--- src/rtl/pwm_ds_pkg.sv ---
package pwm_ds_pkg;

  typedef enum logic [1:0] {
    OM_PORT   = 2'b00,
    OM_TOGGLE = 2'b01,
    OM_CLR_UP = 2'b10,
    OM_SET_UP = 2'b11
  } out_mode_e;

  localparam int NUM_CH = 2;

endpackage

--- src/rtl/pwm_ds_counter.sv ---
module pwm_ds_counter #(
  parameter int CNT_W = 16
) (
  input  logic             clk,
  input  logic             rst,
  input  logic [CNT_W-1:0] top_val,
  output logic [CNT_W-1:0] count,
  output logic             dir_down,
  output logic             at_top
);

  localparam logic [CNT_W-1:0] ONE = {{(CNT_W-1){1'b0}}, 1'b1};

  logic [CNT_W:0] inc_w;
  logic           top_zero;
  logic           reach_top;
  logic           reach_bot;

  always_comb begin
    inc_w     = {1'b0, count} + {{CNT_W{1'b0}}, 1'b1};
    top_zero  = (top_val == '0);
    reach_top = (inc_w >= {1'b0, top_val});
    reach_bot = (count <= ONE);
    at_top    = (count == top_val);
  end

  always_ff @(posedge clk) begin
    if (rst) begin
      count    <= '0;
      dir_down <= 1'b0;
    end else if (top_zero) begin
      count    <= '0;
      dir_down <= 1'b0;
    end else if (!dir_down) begin
      if (reach_top) begin
        count    <= top_val;
        dir_down <= 1'b1;
      end else begin
        count    <= inc_w[CNT_W-1:0];
      end
    end else begin
      if (reach_bot) begin
        count    <= '0;
        dir_down <= 1'b0;
      end else begin
        count    <= count - ONE;
      end
    end
  end

endmodule

--- src/rtl/pwm_ds_cmp_buf.sv ---
module pwm_ds_cmp_buf #(
  parameter int CNT_W = 16
) (
  input  logic             clk,
  input  logic             rst,
  input  logic             load,
  input  logic [CNT_W-1:0] din,
  output logic [CNT_W-1:0] ocr_q
);

  always_ff @(posedge clk) begin
    if (rst) begin
      ocr_q <= '0;
    end else if (load) begin
      ocr_q <= din;
    end
  end

endmodule

--- src/rtl/pwm_ds_wave_ch.sv ---
module pwm_ds_wave_ch
  import pwm_ds_pkg::*;
#(
  parameter int CNT_W     = 16,
  parameter bit TOGGLE_OK = 1'b0
) (
  input  logic             clk,
  input  logic             rst,
  input  logic [1:0]       mode,
  input  logic             toggle_sel,
  input  logic             port_bit,
  input  logic [CNT_W-1:0] count,
  input  logic             dir_down,
  input  logic             at_top,
  input  logic [CNT_W-1:0] ocr,
  output logic             pin
);

  logic wave_q;
  logic wave_nxt;
  logic connect;
  logic match;
  logic down_evt;

  always_comb begin
    match    = (count == ocr);
    // a match at the turning point counts as a falling-slope match
    down_evt = dir_down | at_top;
    wave_nxt = wave_q;
    connect  = 1'b0;
    unique case (out_mode_e'(mode))
      OM_PORT: begin
        connect = 1'b0;
      end
      OM_TOGGLE: begin
        if (TOGGLE_OK && toggle_sel) begin
          connect = 1'b1;
          if (match) wave_nxt = ~wave_q;
        end
      end
      OM_CLR_UP: begin
        connect = 1'b1;
        if (match) wave_nxt = down_evt;
      end
      OM_SET_UP: begin
        connect = 1'b1;
        if (match) wave_nxt = ~down_evt;
      end
      default: begin
        connect = 1'b0;
      end
    endcase
  end

  always_ff @(posedge clk) begin
    if (rst) begin
      wave_q <= 1'b0;
      pin    <= 1'b0;
    end else begin
      wave_q <= wave_nxt;
      pin    <= connect ? wave_nxt : port_bit;
    end
  end

endmodule

--- src/rtl/pwm_dual_slope.sv ---
module pwm_dual_slope
  import pwm_ds_pkg::*;
#(
  parameter int CNT_W = 16
) (
  input  logic             clk,
  input  logic             rst,
  input  logic [CNT_W-1:0] top_val,
  input  logic [CNT_W-1:0] cmp_a,
  input  logic [CNT_W-1:0] cmp_b,
  input  logic [1:0]       mode_a,
  input  logic [1:0]       mode_b,
  input  logic             a_toggle_en,
  input  logic             port_a,
  input  logic             port_b,
  output logic             pin_a,
  output logic             pin_b,
  output logic [CNT_W-1:0] count,
  output logic             dir_down
);

  logic                              at_top;
  logic [NUM_CH-1:0][CNT_W-1:0]      cmp_in;
  logic [NUM_CH-1:0][CNT_W-1:0]      ocr_q;
  logic [NUM_CH-1:0][1:0]            mode_in;
  logic [NUM_CH-1:0]                 port_in;
  logic [NUM_CH-1:0]                 pin_w;

  assign cmp_in  = {cmp_b, cmp_a};
  assign mode_in = {mode_b, mode_a};
  assign port_in = {port_b, port_a};
  assign pin_a   = pin_w[0];
  assign pin_b   = pin_w[1];

  pwm_ds_counter #(.CNT_W(CNT_W)) u_cnt (
    .clk      (clk),
    .rst      (rst),
    .top_val  (top_val),
    .count    (count),
    .dir_down (dir_down),
    .at_top   (at_top)
  );

  for (genvar ch = 0; ch < NUM_CH; ch++) begin : g_ch
    pwm_ds_cmp_buf #(.CNT_W(CNT_W)) u_buf (
      .clk   (clk),
      .rst   (rst),
      .load  (at_top),
      .din   (cmp_in[ch]),
      .ocr_q (ocr_q[ch])
    );

    pwm_ds_wave_ch #(
      .CNT_W     (CNT_W),
      .TOGGLE_OK (ch == 0)
    ) u_wave (
      .clk        (clk),
      .rst        (rst),
      .mode       (mode_in[ch]),
      .toggle_sel (a_toggle_en),
      .port_bit   (port_in[ch]),
      .count      (count),
      .dir_down   (dir_down),
      .at_top     (at_top),
      .ocr        (ocr_q[ch]),
      .pin        (pin_w[ch])
    );
  end

endmodule

--- config.mk ---
export PLATFORM = sky130hd
export DESIGN_NAME = pwm_dual_slope
export DESIGN_NICKNAME = d
export VERILOG_FILES = /design/src/rtl/pwm_ds_pkg.sv /design/src/rtl/pwm_ds_counter.sv /design/src/rtl/pwm_ds_cmp_buf.sv /design/src/rtl/pwm_ds_wave_ch.sv /design/src/rtl/pwm_dual_slope.sv
export SDC_FILE = /design/constraint.sdc
export NUM_CORES = 1
export LEC_CHECK = 0
export BUFFER_PORTS_ARGS = -buffer_cell sky130_fd_sc_hd__buf_2
export CELL_PAD_IN_SITES_DETAIL_PLACEMENT = 2
export CELL_PAD_IN_SITES_GLOBAL_PLACEMENT = 2
export CORE_UTILIZATION = 35
export CTS_BUF_LIST = sky130_fd_sc_hd__clkbuf_16
export DETAILED_ROUTE_END_ITERATION = 10
export GPL_TIMING_DRIVEN = 1
export HOLD_SLACK_MARGIN = 0.12
export PLACE_DENSITY_LB_ADDON = 0.1
export SLEW_MARGIN = 20
export SYNTH_ARGS = -nofsm -noshare
export SYNTH_HDL_FRONTEND = slang
export SYNTH_SLANG_ARGS = --single-unit
--- constraint.sdc ---
create_clock -name clk -period 5.3 [get_ports clk]
set_input_delay 0.53 -clock clk [delete_from_list [all_inputs] [get_ports clk]]
set_output_delay 0.53 -clock clk [all_outputs]
set_load 0.02 [all_outputs]
==> results.cfg, run 1 <==
[die]
dieArea_mm2 = 0.0109
num_rows = 36
core-area_mm2 = 0.00995
io-pin-count = 76
die_x_um = 104
die_h_um = 104
start_util = 0.367

[status]
outcome = finished, final reports clean

[timing]
max_freq_ghz = 0.245
period_share = 0.770
rsz0062_at_grt = false
worst_slew_pin_slew_ns = 1.05
setup-tns-final_ns = 0
post-route-min-period_ns = 4.08
maxSlewHeadroom = 0.302
setup_violations = 0
skew_ns = 0.00832
fin_hold_ws_ns = 0.465
slew_violations = 0
hold_viol = 0

[place]
port_buffers = 75
placement.cell_area_mm2 = 0.00402
gp_congestion = 0.795
dp_hpwl_um = 9060

[routing]
drc = 0
wl_um = 12000
first_iter_violations = 63
drt_pass1_iterations = 4
routedWlPerCell_um = 19.7
antenna_left = 0
via_per_inst = 5.35
vias = 3264

[logic_synthesis]
synth_edf_count = 0
synth_nets = 496
synth.most_common_cell = dfxtp_1
synth_area_mm2 = 0.00365
ys_warn_count = 0
synthArstFlopShare = 0
synth_area_leaders = dfxtp_1, mux2i_1, xnor2_1, ha_1, xor2_1
syn_inst = 420
ys_top_cells_by_count = dfxtp_1, xnor2_1, mux2i_1
synth_cell_type_count = 45
yosysSeqAreaShare = 0.290
syn_avg_cell_area_um2 = 8.70
yosysTopAreaCell = dfxtp_1
post-synth-top-area-fraction = 0.290
yosys_register_bits = 53
synth_ff_type = dfxtp_1

[final_layout]
multi_input_area_mm2 = 0.00231
area_delta_synth_final_pct = 14.6
stdcell_area_mm2 = 0.00419
seq_area_mm2 = 0.00106
layout-drive-gt1-share = 0.189
fillers = 1153
nets = 552
antenna-diode-count = 0

[pwr]
switchingPower_mw = 0.248
pwr-share-clk = 0.407
total_leakage_power_nw = 2.16
p_int_mw = 0.682
p_seq_frac = 0.444
netSwitchingFraction = 0.266
power.density_mw_per_mm2 = 222
ir_drop_v = 0.000135
combPwrFrac = 0.148

[hold_path]
worstHoldPathType = in -> reg

[worst_setup_path]
crit_type = reg -> reg
cp_data_arrival_time_ns = 4.22
worstPathMaxFanout = 17
cp.required_ns = 5.44
cp-end-kind = flop
start_kind = flop

[clock_network]
cts_num_sinks = 53
cts_buffers = 5
clockBufferDepth = 2
cts-root-buf = clkbuf_16
cts_tree = yes
h-tree-depth = 2
worstSkewPairLatency_ns = 0.30
clk_pin_slew_ns = 0.08
postCtsSetupBuffers = 0
ctsHoldBuffers = 0
cts_resized = 0

[global_route]
grt_pass1_vias = 3490
antenna_found_initial = 0
grt_start_max_net_pins = 39
grt_pass1_wl_um = 19400
grt_overflow_total = 0
grt_usage = 0.230

[job]
cap_violations = 0
[worst max-delay path, stage by stage, from the launching register on]
cell and delay (ns):
dfxtp_1 0.68, ha_1 0.29, nand3_1 0.24, nor2_2 0.32
and3_1 0.21, xor2_1 0.20, ha_1 0.28, a21oi_1 0.15
o21a_1 0.13, o21a_1 0.12, and4_1 0.90, mux2i_1 0.30
o22ai_1 0.11
[sequential cells by signal, summed over array words and instances, names as in the netlist]
name                flops
g_ch.u_buf.ocr_q       32
u_cnt.count            16
g_ch.u_wave.pin         2
g_ch.u_wave.wave_q      2
u_cnt.dir_down          1
[through the flow]
stage          power, mW  setup WS (ns)  instances   util
2_1_floorplan      0.501           2.35        420      -
3_3_place_gp       0.558           1.24        602  0.404
3_5_place_dp       0.561           1.24        602  0.404
4_1_cts            0.940           1.22        610  0.421
5_1_grt            0.966          0.902        610  0.421
6_report           0.930           1.22        610  0.421
[layout make-up]
type,count,area share
well taps,133,0.0397
clock buffers,5,0.0299
multi-input cells,314,0.551
repair buffers,77,0.0932
inverters,25,0.0224
clock inverters,3,0.00986
flip-flops and latches,53,0.253
[layout by cell type, fill, tap and decap left out, drive strengths merged, types with 11 or more instances in the layout]
cell   count
buf       77
dfxtp     53
xnor2     49
mux2i     47
nor2      46
xor2      25
inv       24
nand2     19
ha        19
nand4     16
o22ai     15
nor4      13
nand3     12
a21oi     11
nor3      11
[logic make-up (layout without fill, tap and decap cells)]
group           count (synthesis)  in the layout  synth area share
flops                          53             53             0.290
buf+inv                        53            110            0.0777
mux                            47             47             0.129
xor+xnor                       74             74             0.177
simple gates                  126            126             0.175
fa+ha+maj                      19             19            0.0651
compound gates                 48             48            0.0853
[power groups by stage]
| stage | registers, mW | logic, mW | clock network, mW |
|---|---|---|---|
| 5_1_grt | 0.414 | 0.152 | 0.400 |
| 6_report | 0.413 | 0.138 | 0.379 |
| 2_1_floorplan | 0.419 | 0.0818 | 0 |
| 3_3_place_gp | 0.422 | 0.135 | 0 |
| 3_5_place_dp | 0.423 | 0.138 | 0 |
| 4_1_cts | 0.413 | 0.140 | 0.388 |
[metal layers]
metal / GRT usage / part of all wire / routed length (um)
met5: 0 / 0 / 0
met2: 0.404 / 0.48 / 5790
met3: 0.0294 / 0.026 / 317
met1: 0.294 / 0.47 / 5700
met4: 0.0633 / 0.019 / 229
[path summary, 6_finish.rpt]
kind	from	endpoint	slack, ns	depth (start not counted)
worst min register to register	g_ch[1].u_wave.wave_q$_SDFF_PP0_	g_ch[1].u_wave.wave_q$_SDFF_PP0_	0.50	2
worst min-delay path	cmp_a[0]	g_ch[0].u_buf.ocr_q[0]$_SDFFE_PP0P_	0.46	3
worst max-delay path	u_cnt.count[1]$_SDFF_PP0_	u_cnt.count[5]$_SDFF_PP0_	1.22	12
worst max register to register	u_cnt.count[1]$_SDFF_PP0_	u_cnt.count[5]$_SDFF_PP0_	1.22	12
Note: power is estimated with default switching activity, not from simulation.
==> run 2, diff against run 1 <==
- ABC_AREA: unset -> 1
- CORE_UTILIZATION: 35 -> 28
- clock period: 5.3 -> 3.4 ns (I/O delays scaled with it)
==> run 2 against run 1 <==
  * Worst hold slack got worse by 0.19 ns
  * Combinational power increased to 17 times the previous value
  * Sequential share of layout area decreased by 4.5 points
  * Global-route usage decreased by 2.5 points
  * Synthesized cell count increased by 51%
  * Clock power increased by 56%
  * Final cell count increased by 47%
  * Non-clock buffer count increased by 28
  * Maximum frequency increased by 28%
  * Area after synthesis increased by 17%
  * Wire length increased by 29%
  * Setup slack got worse by 1.0 ns
  * Critical endpoint is now u_cnt.count[9]$_SDFF_PP0_
==> results.cfg, run 2 <==
[final_layout]
layout_commonest_cell = nand2_1
final_cell_count_no_fill = 899
largest_reg_flops = 32
most-common-layout-cells = nand2_1, nor2_1, buf_2, inv_1, dfxtp_1
top_regs = g_ch.u_buf.ocr_q: 32 flops, u_cnt.count: 16 flops
post-route-util = 0.345
antenna-diode-count = 0
layout-drive-gt1-share = 0.250
seq_area_mm2 = 0.00106
nets = 790
largest_register = g_ch.u_buf.ocr_q
multi_input_area_mm2 = 0.00272
area_delta_synth_final_pct = 18.8
fillers = 1816

[pwr]
pwr-share-clk = 0.153
p_int_mw = 1.94
total_leakage_power_nw = 2.49
ir_drop_v = 0.000213
power.density_mw_per_mm2 = 756
p_seq_frac = 0.220
combPwrFrac = 0.627
switchingPower_mw = 1.92
netSwitchingFraction = 0.497

[timing]
max_freq_ghz = 0.313
period_share = 0.939
maxSlewHeadroom = 0.466
post-route-min-period_ns = 3.19
setup-tns-final_ns = 0
hold_viol = 0
rsz0062_at_grt = false
worst_slew_pin_slew_ns = 0.800
skew_ns = 0.00918
slew_violations = 0
setup_violations = 0

[die]
die_x_um = 126
start_util = 0.291
io-pin-count = 76
dieArea_mm2 = 0.0158
core-area_mm2 = 0.0148
die_h_um = 126
num_rows = 44

[routing]
via_per_inst = 4.86
vias = 4368
drt_pass1_iterations = 4
antenna_left = 0
wl_um = 15500
drc = 0
first_iter_violations = 78
routedWlPerCell_um = 17.2

[logic_synthesis]
yosysTopAreaCell = dfxtp_1
synth_cell_type_count = 39
yosysSeqAreaShare = 0.247
synth_ff_type = dfxtp_1
syn_avg_cell_area_um2 = 6.76
synth_area_mm2 = 0.00429
synth_area_leaders = dfxtp_1, nand2_1, nor2_1, inv_1, ha_1
ys_warn_count = 0
yosys_register_bits = 53
synth.most_common_cell = nand2_1
post-synth-top-area-fraction = 0.247
synth_nets = 710
syn_inst = 634
synthArstFlopShare = 0
ys_top_cells_by_count = nand2_1, nor2_1, inv_1
synth_edf_count = 0

[worst_setup_path]
crit_chain = buf_4 > nand3_2 > nor3_4 > buf_4 > nand4_1 > nand2_1 > inv_1 > ha_1 > nand2_1 > o21ai_0 > a21oi_1 > nor2_2 > nor2_8 > nand3_4 > buf_12 > nand2_2 > nand3_2 > a21oi_2
start_kind = flop
cp_data_arrival_time_ns = 3.42
cp_slowest_cell = dfxtp_2
cp-end-kind = flop
crit_type = reg -> reg
path_delay_family = simple AND/OR/NAND/NOR gates
path_buf_inv = 4
cp.required_ns = 3.63
worstPathMaxFanout = 9
slowest_delay_ns = 0.37

[clock_network]
clk_pin_slew_ns = 0.08
h-tree-depth = 2
worstSkewPairLatency_ns = 0.30
cts_tree = yes
cts-root-buf = clkbuf_16
cts_num_sinks = 53
clockBufferDepth = 2
cts_buffers = 5
ctsHoldBuffers = 0

[global_route]
grt_pass1_vias = 4741
grt_pass1_wl_um = 25400
grt_start_max_net_pins = 39
antenna_found_initial = 0
grt_usage = 0.204
grt_overflow_total = 0

[place]
port_buffers = 75
dp_hpwl_um = 13000
dp_cells = 887
gp_congestion = 0.775

[job]
cap_violations = 0

[status]
outcome = finished, final reports clean

[hold_path]
worstHoldPathType = in -> reg
[run 2: cell type report]
type | count | share of cell area
clock inverter | 3 | 0.00835
clock buffer | 5 | 0.0246
sequential | 53 | 0.208
inverter | 81 | 0.0597
multi-input combinational | 468 | 0.533
tap | 184 | 0.0452
timing repair buffer | 105 | 0.120
[run 2: kinds of logic after synthesis]
| logic type | Yosys count | share of synthesized area |
|---|---|---|
| flip-flops | 53 | 0.247 |
| AND/OR/NAND/NOR | 312 | 0.359 |
| AO/OA/AOI/OAI | 91 | 0.120 |
| adder cells (fa/ha/maj) | 19 | 0.0554 |
| XOR/XNOR | 46 | 0.0940 |
| buffers and inverters | 113 | 0.124 |
[run 2: final timing paths]
| kind | from | to | slack (ns) | cells after the start |
|---|---|---|---|---|
| worst max-delay path | u_cnt.count[1]$_SDFF_PP0_ | u_cnt.count[9]$_SDFF_PP0_ | 0.21 | 18 |
| worst min-delay path | rst | g_ch[1].u_wave.wave_q$_SDFF_PP0_ | 0.28 | 2 |
| worst max register to register | u_cnt.count[1]$_SDFF_PP0_ | u_cnt.count[9]$_SDFF_PP0_ | 0.21 | 18 |
| worst min register to register | g_ch[1].u_wave.wave_q$_SDFF_PP0_ | g_ch[1].u_wave.wave_q$_SDFF_PP0_ | 0.47 | 2 |
[run 2: power by group through the flow]
| stage | combinational, mW | clock, mW | sequential, mW |
|---|---|---|---|
| 3_5_place_dp | 2.39 | 0 | 0.858 |
| 6_report | 2.41 | 0.591 | 0.845 |
| 4_1_cts | 2.41 | 0.612 | 0.844 |
| 2_1_floorplan | 1.63 | 0 | 0.870 |
| 3_3_place_gp | 2.31 | 0 | 0.855 |
| 5_1_grt | 2.69 | 0.634 | 0.858 |
[run 2: per-stage QoR]
step | area (um^2) | hold WS [ns] | setup WS (ns) | power, mW
floorplan | 4290 | 0.409 | 0.520 | 2.50
global placement | 4870 | 0.454 | 0.227 | 3.16
detailed placement | 4870 | 0.471 | 0.0599 | 3.25
CTS | 5040 | 0.272 | 0.0452 | 3.86
global route | 5090 | 0.298 | 0.00965 | 4.18
finish | 5090 | 0.275 | 0.209 | 3.85
[run 2: per-layer routing]
metal | part of all wire | vias up | GRT usage
met2 | 0.48 | 52 | 0.361
li1 | - | 2209 | -
met1 | 0.48 | 2093 | 0.267
met3 | 0.019 | 14 | 0.0183
met5 | 0 | - | 0
met4 | 0.019 | 0 | 0.0532
[run 2: what timing repair did]
action | 4_1_cts | 5_1_grt
gates resized for setup | 0 | 6
setup buffers | 0 | 4
endpoints found under the setup margin | 0 | 17
==> run 3, diff against run 2 <==
- ABC_AREA: 1 -> unset
- CAP_MARGIN: unset -> 30
- CORE_UTILIZATION: 28 -> 30
- PLACE_DENSITY_LB_ADDON: 0.1 -> 0.12
==> run 3 against run 2 <==
  * Setup slack improved by 0.092 ns
  * Largest cell class unchanged
  * Core utilization rose by 2.9 points
  * Critical path type unchanged
  * Highest routed layer unchanged
  * Wire length fell by 20%
  * Non-clock buffer count fell by 8
==> results.cfg, run 3 (same netlist as run 1, synthesis figures left out) <==
[place]
port_buffers = 75
gp_congestion = 0.783
dp_hpwl_um = 9720

[final_layout]
top_regs = g_ch.u_buf.ocr_q: 32 flops, u_cnt.count: 16 flops
area_delta_synth_final_pct = 19.4
nets = 572
largest_register = g_ch.u_buf.ocr_q
most-common-layout-cells = buf_2, dfxtp_1, xnor2_1, mux2i_1, nor2_1
antenna-diode-count = 0
fillers = 1339
seq_area_mm2 = 0.00106
multi_input_area_mm2 = 0.00231
largest_reg_flops = 32
layout-drive-gt1-share = 0.223
layout_commonest_cell = buf_2

[timing]
worst_slew_pin_slew_ns = 0.744
skew_ns = 0.00503
hold_viol = 0
setup-tns-final_ns = 0
period_share = 0.912
maxSlewHeadroom = 0.504
slew_violations = 0
setup_violations = 0
max_freq_ghz = 0.323
rsz0062_at_grt = false
post-route-min-period_ns = 3.10

[pwr]
power_mw = 1.46
ir_drop_v = 0.000183
total_leakage_power_nw = 2.27
power.density_mw_per_mm2 = 334

[clock_network]
clk_pin_slew_ns = 0.07
clockBufferDepth = 2
h-tree-depth = 2
cts_num_sinks = 53
ctsHoldBuffers = 0
cts_tree = yes
cts-root-buf = clkbuf_16
worstSkewPairLatency_ns = 0.30
cts_buffers = 5

[worst_setup_path]
start_kind = flop
cp_data_arrival_time_ns = 3.27
worstPathMaxFanout = 17
cp.required_ns = 3.57
cp-end-kind = flop
crit_type = reg -> reg

[die]
core-area_mm2 = 0.0117
die_x_um = 112
io-pin-count = 76
die_h_um = 112
dieArea_mm2 = 0.0126
start_util = 0.313
num_rows = 39

[status]
outcome = finished, final reports clean

[routing]
wl_um = 12400
antenna_left = 0
first_iter_violations = 89
routedWlPerCell_um = 19.4
drt_pass1_iterations = 4
drc = 0
vias = 3280
via_per_inst = 5.13

[global_route]
grt_start_max_net_pins = 39
grt_pass1_vias = 3528
grt_overflow_total = 0
grt_usage = 0.206
antenna_found_initial = 0
grt_pass1_wl_um = 19600

[job]
cap_violations = 0

[hold_path]
worstHoldPathType = in -> reg
run 3: metal layers:
layer	share of wire	track usage	routed length (um)
met3	0.034	0.0243	423
met2	0.49	0.362	6100
met5	0	0	0
met1	0.46	0.264	5720
met4	0.015	0.0596	189
run 3: area by class of cell:
class	instances	share of cell area
multi-input cells	314	0.529
flip-flops and latches	53	0.243
repair buffers	97	0.127
well taps	143	0.0410
clock buffers	5	0.0287
inverters	25	0.0215
clock inverters	3	0.00946
run 3: per-stage QoR:
stage	setup WS, ns	cell area, um^2	hold slack, ns	util	cells
after floorplan	0.453	3650	0.432	-	420
after global placement	0.345	4200	0.443	0.360	632
after detailed placement	0.232	4200	0.454	0.360	632
after CTS	0.204	4360	0.265	0.374	640
after global routing	0.00976	4360	0.285	0.374	640
final	0.300	4360	0.269	0.374	640
run 3: final timing paths:
kind / depth (start not counted) / from / slack, ns / endpoint
setup reg to reg: 13 / u_cnt.count[1]$_SDFF_PP0_ / 0.30 / u_cnt.count[15]$_SDFF_PP0_
hold reg to reg: 2 / g_ch[1].u_wave.wave_q$_SDFF_PP0_ / 0.46 / g_ch[1].u_wave.wave_q$_SDFF_PP0_
hold / removal: 3 / cmp_a[9] / 0.27 / g_ch[0].u_buf.ocr_q[9]$_SDFFE_PP0P_
setup / recovery: 13 / u_cnt.count[1]$_SDFF_PP0_ / 0.30 / u_cnt.count[15]$_SDFF_PP0_
run 3: critical path, stage by stage, from the launching register on:
cell and delay (ns):
dfxtp_1 0.43, ha_1 0.22, nand3_1 0.21, nor2_2 0.25
and3_1 0.21, xor2_1 0.20, ha_1 0.28, a21oi_1 0.15
o21a_1 0.13, o21a_1 0.13, and4_1 0.24, buf_12 0.19
mux2i_1 0.23, o22ai_1 0.10
run 3: what timing repair did:
item	in CTS	in global routing
resized for setup	0	1
endpoints found under the setup margin	0	2
buffers inserted	0	0
run 3: report_power, final:
part	switching (mW)	leakage (nW)	internal, mW	total, mW
Sequential	0.00756	0.429	0.628	0.635
Clock	0.242	0.0775	0.345	0.587
Combinational	0.137	1.77	0.0974	0.234
Total	0.386	2.27	1.07	1.46
